==> src/rtl/hazard_stall_calc.sv <==
module hazard_stall_calc #(
  parameter int MASK_W  = 32,
  parameter int NGPR    = 16,
  parameter int ADDR_W  = 32,
  parameter int LINE_LG = 5,
  parameter int CNT_W   = 16,
  parameter int JMP_BIT = 16,
  parameter int WR_BIT  = 20,
  parameter int MOF_BIT = 23
) (
  input  logic                  clk,
  input  logic                  rst_n,
  input  logic                  in_valid,
  output logic                  in_ready,
  input  logic                  src_en,
  input  logic [4:0]            src_reg,
  input  logic                  dsti_en,
  input  logic [4:0]            dsti_reg,
  input  logic                  dsto_en,
  input  logic [4:0]            dsto_reg,
  input  logic                  addr_en,
  input  logic [4:0]            addr_reg,
  input  logic                  mem_rd,
  input  logic                  mem_wr,
  input  logic                  jump,
  input  logic                  jreg_en,
  input  logic [4:0]            jreg,
  input  logic                  mul,
  input  logic                  imm16,
  input  logic                  imm32,
  input  logic [3:0]            pc_lo,
  input  logic                  mv_ld,
  input  logic                  mv_st,
  input  logic [3:0]            mv_lim,
  input  logic [31:0]           mv_base,
  output logic                  rsp_valid,
  output logic [2:0]            rsp_total,
  output logic [15:0]           rsp_cause,
  output logic [8*CNT_W-1:0]    cause_cnt
);
  localparam int NCAUSE = 8;
  localparam int LINE_W = ADDR_W - LINE_LG;

  logic [MASK_W-1:0] mod1, mod2, ld1, ld2, ld3;
  logic [MASK_W-1:0] ld_any, mod12, lim_mask, new_mod, new_ld;
  logic [NCAUSE-1:0] haz;
  logic              haz_any, bubble, accept;
  logic [1:0]        strad_cnt, need;
  logic [2:0]        bub_idx, acc_total;
  logic [15:0]       acc;
  logic [ADDR_W-1:0] span_end;
  logic [LINE_W-1:0] line_diff;

  assign ld_any   = ld1 | ld2 | ld3;
  assign mod12    = mod1 | mod2;
  assign lim_mask = {MASK_W{1'b1}} >> (MASK_W - 1 - int'(mv_lim));

  assign haz[0] = (src_en & ld_any[src_reg]) | (dsti_en & ld_any[dsti_reg]);
  assign haz[1] = addr_en & mod1[addr_reg];
  assign haz[2] = mem_rd & (mod1[WR_BIT] | mod2[WR_BIT]);
  assign haz[3] = jreg_en & mod12[jreg];
  assign haz[4] = mul & (mod1[src_reg] | mod1[dsti_reg]);
  assign haz[5] = mod1[JMP_BIT] & ((imm16 & (pc_lo == 4'hF)) | (imm32 & (pc_lo == 4'hE)));
  assign haz[6] = mv_st & (|(mod12 & lim_mask));
  assign haz[7] = 1'b0;
  assign haz_any = |haz;

  assign span_end  = mv_base + ADDR_W'({mv_lim, 2'b11});
  assign line_diff = span_end[ADDR_W-1:LINE_LG] - mv_base[ADDR_W-1:LINE_LG];
  assign need      = !(mv_ld | mv_st) ? 2'd0 :
                     (line_diff > LINE_W'(2)) ? 2'd2 : line_diff[1:0];

  assign in_ready = !haz_any && (strad_cnt == need);
  assign bubble   = in_valid && !in_ready;
  assign accept   = in_valid && in_ready;

  always_comb begin
    bub_idx = 3'd7;
    for (int k = NCAUSE - 2; k >= 0; k--)
      if (haz[k]) bub_idx = 3'(k);
  end

  always_comb begin
    new_mod = '0;
    if (dsto_en && int'(dsto_reg) != JMP_BIT && int'(dsto_reg) != WR_BIT)
      new_mod[dsto_reg] = 1'b1;
    if (jump)   new_mod[JMP_BIT] = 1'b1;
    if (mem_wr) new_mod[WR_BIT]  = 1'b1;
    if (mul)    new_mod[MOF_BIT] = 1'b1;
    if (mv_ld)  new_mod = new_mod | lim_mask;
    new_ld = mv_ld ? lim_mask : '0;
  end

  always_ff @(posedge clk) begin
    if (!rst_n) begin
      mod1 <= '0; mod2 <= '0;
      ld1 <= '0; ld2 <= '0; ld3 <= '0;
      strad_cnt <= '0;
      acc <= '0; acc_total <= '0;
      rsp_valid <= 1'b0; rsp_total <= '0; rsp_cause <= '0;
      cause_cnt <= '0;
    end else begin
      rsp_valid <= accept;
      if (bubble) begin
        mod1 <= '0; mod2 <= mod1;
        ld1 <= '0; ld2 <= ld1; ld3 <= ld2;
        if (!haz_any) strad_cnt <= strad_cnt + 2'd1;
        if (acc_total != 3'd7) acc_total <= acc_total + 3'd1;
        for (int k = 0; k < NCAUSE; k++) begin
          if (bub_idx == 3'(k)) begin
            if (acc[2*k +: 2] != 2'd3) acc[2*k +: 2] <= acc[2*k +: 2] + 2'd1;
            if (cause_cnt[k*CNT_W +: CNT_W] != {CNT_W{1'b1}})
              cause_cnt[k*CNT_W +: CNT_W] <= cause_cnt[k*CNT_W +: CNT_W] + CNT_W'(1);
          end
        end
      end else if (accept) begin
        mod1 <= new_mod; mod2 <= mod1;
        ld1 <= new_ld; ld2 <= ld1; ld3 <= ld2;
        strad_cnt <= '0;
        rsp_total <= acc_total;
        rsp_cause <= acc;
        acc <= '0; acc_total <= '0;
      end
    end
  end

  a_r2_bubble_empty: assert property (@(posedge clk) disable iff (!rst_n)
    bubble |=> (mod1 == '0 && ld1 == '0));

  a_r2_idle_hold: assert property (@(posedge clk) disable iff (!rst_n)
    (rst_n && !in_valid) |=> ($stable(mod1) && $stable(mod2) && $stable(ld3)));

  a_r3_zero_reg_marker: assert property (@(posedge clk) disable iff (!rst_n)
    (accept && dsto_en && int'(dsto_reg) == WR_BIT && !mem_wr) |=> !mod1[WR_BIT]);

  a_r12_total_bound: assert property (@(posedge clk) disable iff (!rst_n)
    rsp_valid |-> (rsp_total <= 3'd5));

  a_r12_one_pulse: assert property (@(posedge clk) disable iff (!rst_n)
    (rst_n && !in_valid) |=> !rsp_valid);

  for (genvar g = 0; g < NCAUSE; g++) begin : g_cnt_chk
    a_r13_no_wrap: assert property (@(posedge clk) disable iff (!rst_n)
      rst_n |=> (cause_cnt[g*CNT_W +: CNT_W] >= $past(cause_cnt[g*CNT_W +: CNT_W])));
  end
endmodule

==> config.mk <==
export PLATFORM = sky130hd
export DESIGN_NAME = hazard_stall_calc
export DESIGN_NICKNAME = d
export VERILOG_FILES = /design/src/rtl/hazard_stall_calc.sv
export SDC_FILE = /design/constraint.sdc
export NUM_CORES = 1
export LEC_CHECK = 0
export ABC_AREA = 1
export BUFFER_PORTS_ARGS = -buffer_cell sky130_fd_sc_hd__clkbuf_2
export CAP_MARGIN = 20
export CORE_MARGIN = 2
export CORE_UTILIZATION = 45
export DETAILED_ROUTE_END_ITERATION = 6
export GPL_TIMING_DRIVEN = 0
export PLACE_DENSITY = 0.76
export SYNTH_ARGS = -nofsm -noshare
export SYNTH_HDL_FRONTEND = slang
export SYNTH_SLANG_ARGS = --single-unit
==> constraint.sdc <==
create_clock -name clk -period 3.78 [get_ports clk]
set_input_delay 0.189 -clock clk [delete_from_list [all_inputs] [get_ports clk]]
set_output_delay 0.189 -clock clk [all_outputs]
set_load 0.05 [all_outputs]
==> metrics.md <==
| Metric | Value |
|---|---|
| Syn_nets | `3033` |
| Final wirelength | `69000 um` |
| CP Launch Type | `input port` |
| Main synth FF type | `dfxtp_1` |
| Failing checks | `setup timing` |
| Dpl cells | `3651` |
| Cell mode on critical path | `nand2_2` |
| YS warnings | `0` |
| Diode count | `0` |
| Pin count of the biggest net entering global routing | `20` |
| CP max-delay cell | `ha_4` |
| Leak | `0.0104 uW` |
| Via count | `21900` |
| Met3 wire len | `6200 um` |
| Highest clock rate | `241 MHz` |
| Mapped cell area | `0.0180 mm^2` |
| Reg2reg start | `mod1[1]$_SDFFE_PP0P_` |
| Crit. End Element | `primary output` |
| Hold_ws | `0.0693 ns` |
| R2R Setup Slk | `-0.27 ns` |
| Fin cells | `3836` |
| P&R area growth vs syn | `34.7%` |
| NetSw | `2430 uW` |
| Peak supply drop | `0.228 mV` |
| CTS root buffer | `clkbuf_16` |
| Multi-input logic area | `0.0123 mm^2` |
| Number of global-route vias before repair | `19100` |
| Clock Pin Slew Worst Setup and Hold Paths | `0.06 ns` |
| Slew @ Worst Pin | `0.922 ns` |
| HP Start | `dsto_en` |
| Switching Share | `29.6%` |
| Worst Skew | `0.0148 ns` |
| Initial Util | `45.5%` |
| First drt pass iteration count | `6` |
| Core area | `0.0395 mm^2` |
| CP required | `3.59 ns` |
| Final setup margin | `-0.376 ns` |
| Max Fanout on Critical Path | `6` |
| Post-synth EDFFs | `0` |
| CTS tree | `built` |
| Max-cap violation count | `0` |
| Highest routed layer | `met4` |
| Buffer and inverter count on the worst path | `5` |
| Global Route Usage Sum | `29.6%` |
| Fraction of registers with async set/reset | `0%` |
| Status | `finished, violations left` |
| DR iter-0 viols | `2544` |
| Slew HR | `38.5%` |
| Die height | `204 um` |
| Place WS | `-1.69 ns` |
| Share of cells above drive strength 1 | `23.6%` |
| Pwr dens | `339 mW/mm^2` |
| Clock Latency Late Sink | `0.53 ns` |
| Synth top area share | `31.3%` |
| Dominant cells by area after synthesis | `dfxtp_1 31%, nand2_1 13%, nor2_1 10%` |
| WL/cell | `18.0 um` |
| CTS sink count | `281` |
| Syn_area_per_cell | `6.19 um^2` |
| Crit path max-delay family | `simple AND/OR/NAND/NOR gates` |
| Final Hold Violating Endpoints | `0` |
| Final setup fails | `109` |
| DRC viols | `0` |
| Sequential power share | `37.7%` |
| Yosys cell types | `53` |
| Post-Syn Instances | `2905` |
| DP HPWL | `47500 um` |
| H-tree depth | `2` |
| # IOs | `230` |
| Final nets | `3415` |
| Layout fillers | `3545` |
| Die width | `204 um` |
| Final Critical Period | `4.16 ns` |
| Int Power | `5790 uW` |
| First-pass GRT wire length | `99300 um` |
| Crit share post-route | `110%` |
| IO Port Bufs | `221` |
| Max stage delay on crit path | `0.30 ns` |
| Routability cong. | `0.963` |
| Gr ovfl total | `0` |
| Worst Path Arrival | `3.97 ns` |
| Sequential area share after synthesis | `31.3%` |
| Vias/cell | `5.72` |
| Max Buffers Root-to-Sink | `3` |
| Core Rows | `73` |
| CP Launch Point | `mv_lim[1]` |
| DIE AREA | `0.0416 mm^2` |
| Cts bufs inserted | `34` |
| Synth Register Bits | `281` |
| Register area | `0.00563 mm^2` |
| M1 wire length | `27800 um` |
| Clk pwr share | `42.9%` |
| Slew Viols, Final | `0` |
| Leading area contributor after synthesis | `dfxtp_1` |
| Met2 wire len | `30600 um` |
| Gate power share | `19.4%` |
| Post-DRT Antenna Nets | `0` |
| Critical path class | `in2out` |
| RSZ-0062 raised after global routing | `true` |
| Min-delay worst type | `in2reg` |
| Initial antenna violation count | `1` |
-- path summary, 6_finish.rpt --
kind | end | depth (start not counted)
max | in_ready | 29
min | mod1[28]$_SDFFE_PP0P_ | 5
max reg2reg | acc[15]$_SDFFE_PN0P_ | 23
min reg2reg | rsp_total[2]$_SDFFE_PN0P_ | 2
-- what timing repair did --
action                                  4_1_cts  5_1_grt
endpoints found under the setup margin      106      149
setup buffers                                66       44
gates cloned                                  4       14
gates resized for setup                     192      325
pin swaps                                    84      132
hold buffers                                  2        0
hold endpoints to repair                      2        0
-- per-layer routing --
layer / vias to the layer above / track usage, %
met2: 1218 / 47.3
met3: 308 / 4.72
li1: 10300 / -
met5: - / 0
met1: 10100 / 38.5
met4: 0 / 15.8
-- final cells by class --
| class | count | share of cell area (%) |
|---|---|---|
| inverters | 319 | 5.07 |
| repair buffers | 347 | 10.3 |
| flip-flops and latches | 281 | 23.2 |
| clock inverters | 16 | 1.01 |
| well taps | 525 | 2.71 |
| multi-input cells | 2202 | 51.0 |
| clock buffers | 44 | 3.92 |
| plain buffers | 101 | 2.75 |
| repair inverters | 1 | 0.0465 |
-- tightest hold or removal path, cell delays in order --
cell	delay, ns
clkbuf_2	0.10
nand3_1	0.10
nor2_1	0.05
nand2_1	0.07
a21oi_2	0.05
-- Yosys cell counts, drive strengths merged, types with 8 or more instances --
cell type	number
inv	311
xor2	34
dfxtp	281
nand2	638
nor3	80
xnor2	51
ha	47
nor2	493
clkinv	8
nand3	210
buf	45
nand4	71
o21ai	245
nand3b	8
nor4	17
o211ai	18
a21oi	231
clkbuf	59
-- sequential cells by signal, indices dropped and copies added (netlist names) --
signal / count
cause_cnt: 128
mod1: 32
mod2: 32
acc: 16
ld1: 16
ld2: 16
ld3: 16
rsp_cause: 16
acc_total: 3
rsp_total: 3
strad_cnt: 2
rsp_valid: 1
-- through the flow --
stage | power (uW) | setup TNS, ns | cell area, um^2 | utilization [%]
2_1_floorplan | 3950 | 0 | 18100 | -
3_3_place_gp | 4320 | -146.20 | 19800 | 50.2
3_5_place_dp | 4330 | -149.85 | 19800 | 50.2
4_1_cts | 7990 | -8.56 | 22500 | 56.9
5_1_grt | 8490 | -54.82 | 24200 | 61.2
6_report | 8220 | -27.66 | 24200 | 61.2
-- cell usage in the layout (no fill, tap or decap), types with 21 or more instances in the layout --
cell type,n
o21ai_0,218
nand2_2,71
inv_2,29
nor3_1,73
clkbuf_16,47
nor2_2,27
xnor2_1,32
inv_1,276
buf_4,90
a21oi_1,187
buf_2,22
xor2_1,30
a21oi_2,40
ha_1,34
clkbuf_2,216
nand2_4,21
nor2_1,423
nand4_1,71
nand2_1,542
clkbuf_1,59
buf_6,21
nand3_1,187
dfxtp_1,281
nor2_4,42
-- logic make-up after synthesis --
| logic type | after synthesis | synth area share [%] |
|---|---|---|
| AND/OR/NAND/NOR | 1534 | 36.2 |
| XOR/XNOR | 85 | 4.14 |
| flip-flops | 281 | 31.3 |
| AO/OA/AOI/OAI | 535 | 15.8 |
| adder cells (fa/ha/maj) | 47 | 3.27 |
| buffers and inverters | 423 | 9.33 |
-- power groups by stage --
stage | Clock (uW) | Sequential [uW] | Combinational [uW]
5_1_grt | 3670 | 3100 | 1720
3_5_place_dp | 0 | 3160 | 1170
6_report | 3520 | 3100 | 1590
4_1_cts | 3530 | 3090 | 1360
2_1_floorplan | 0 | 3200 | 745
3_3_place_gp | 0 | 3150 | 1160
Note: power is estimated with default switching activity, not from simulation.
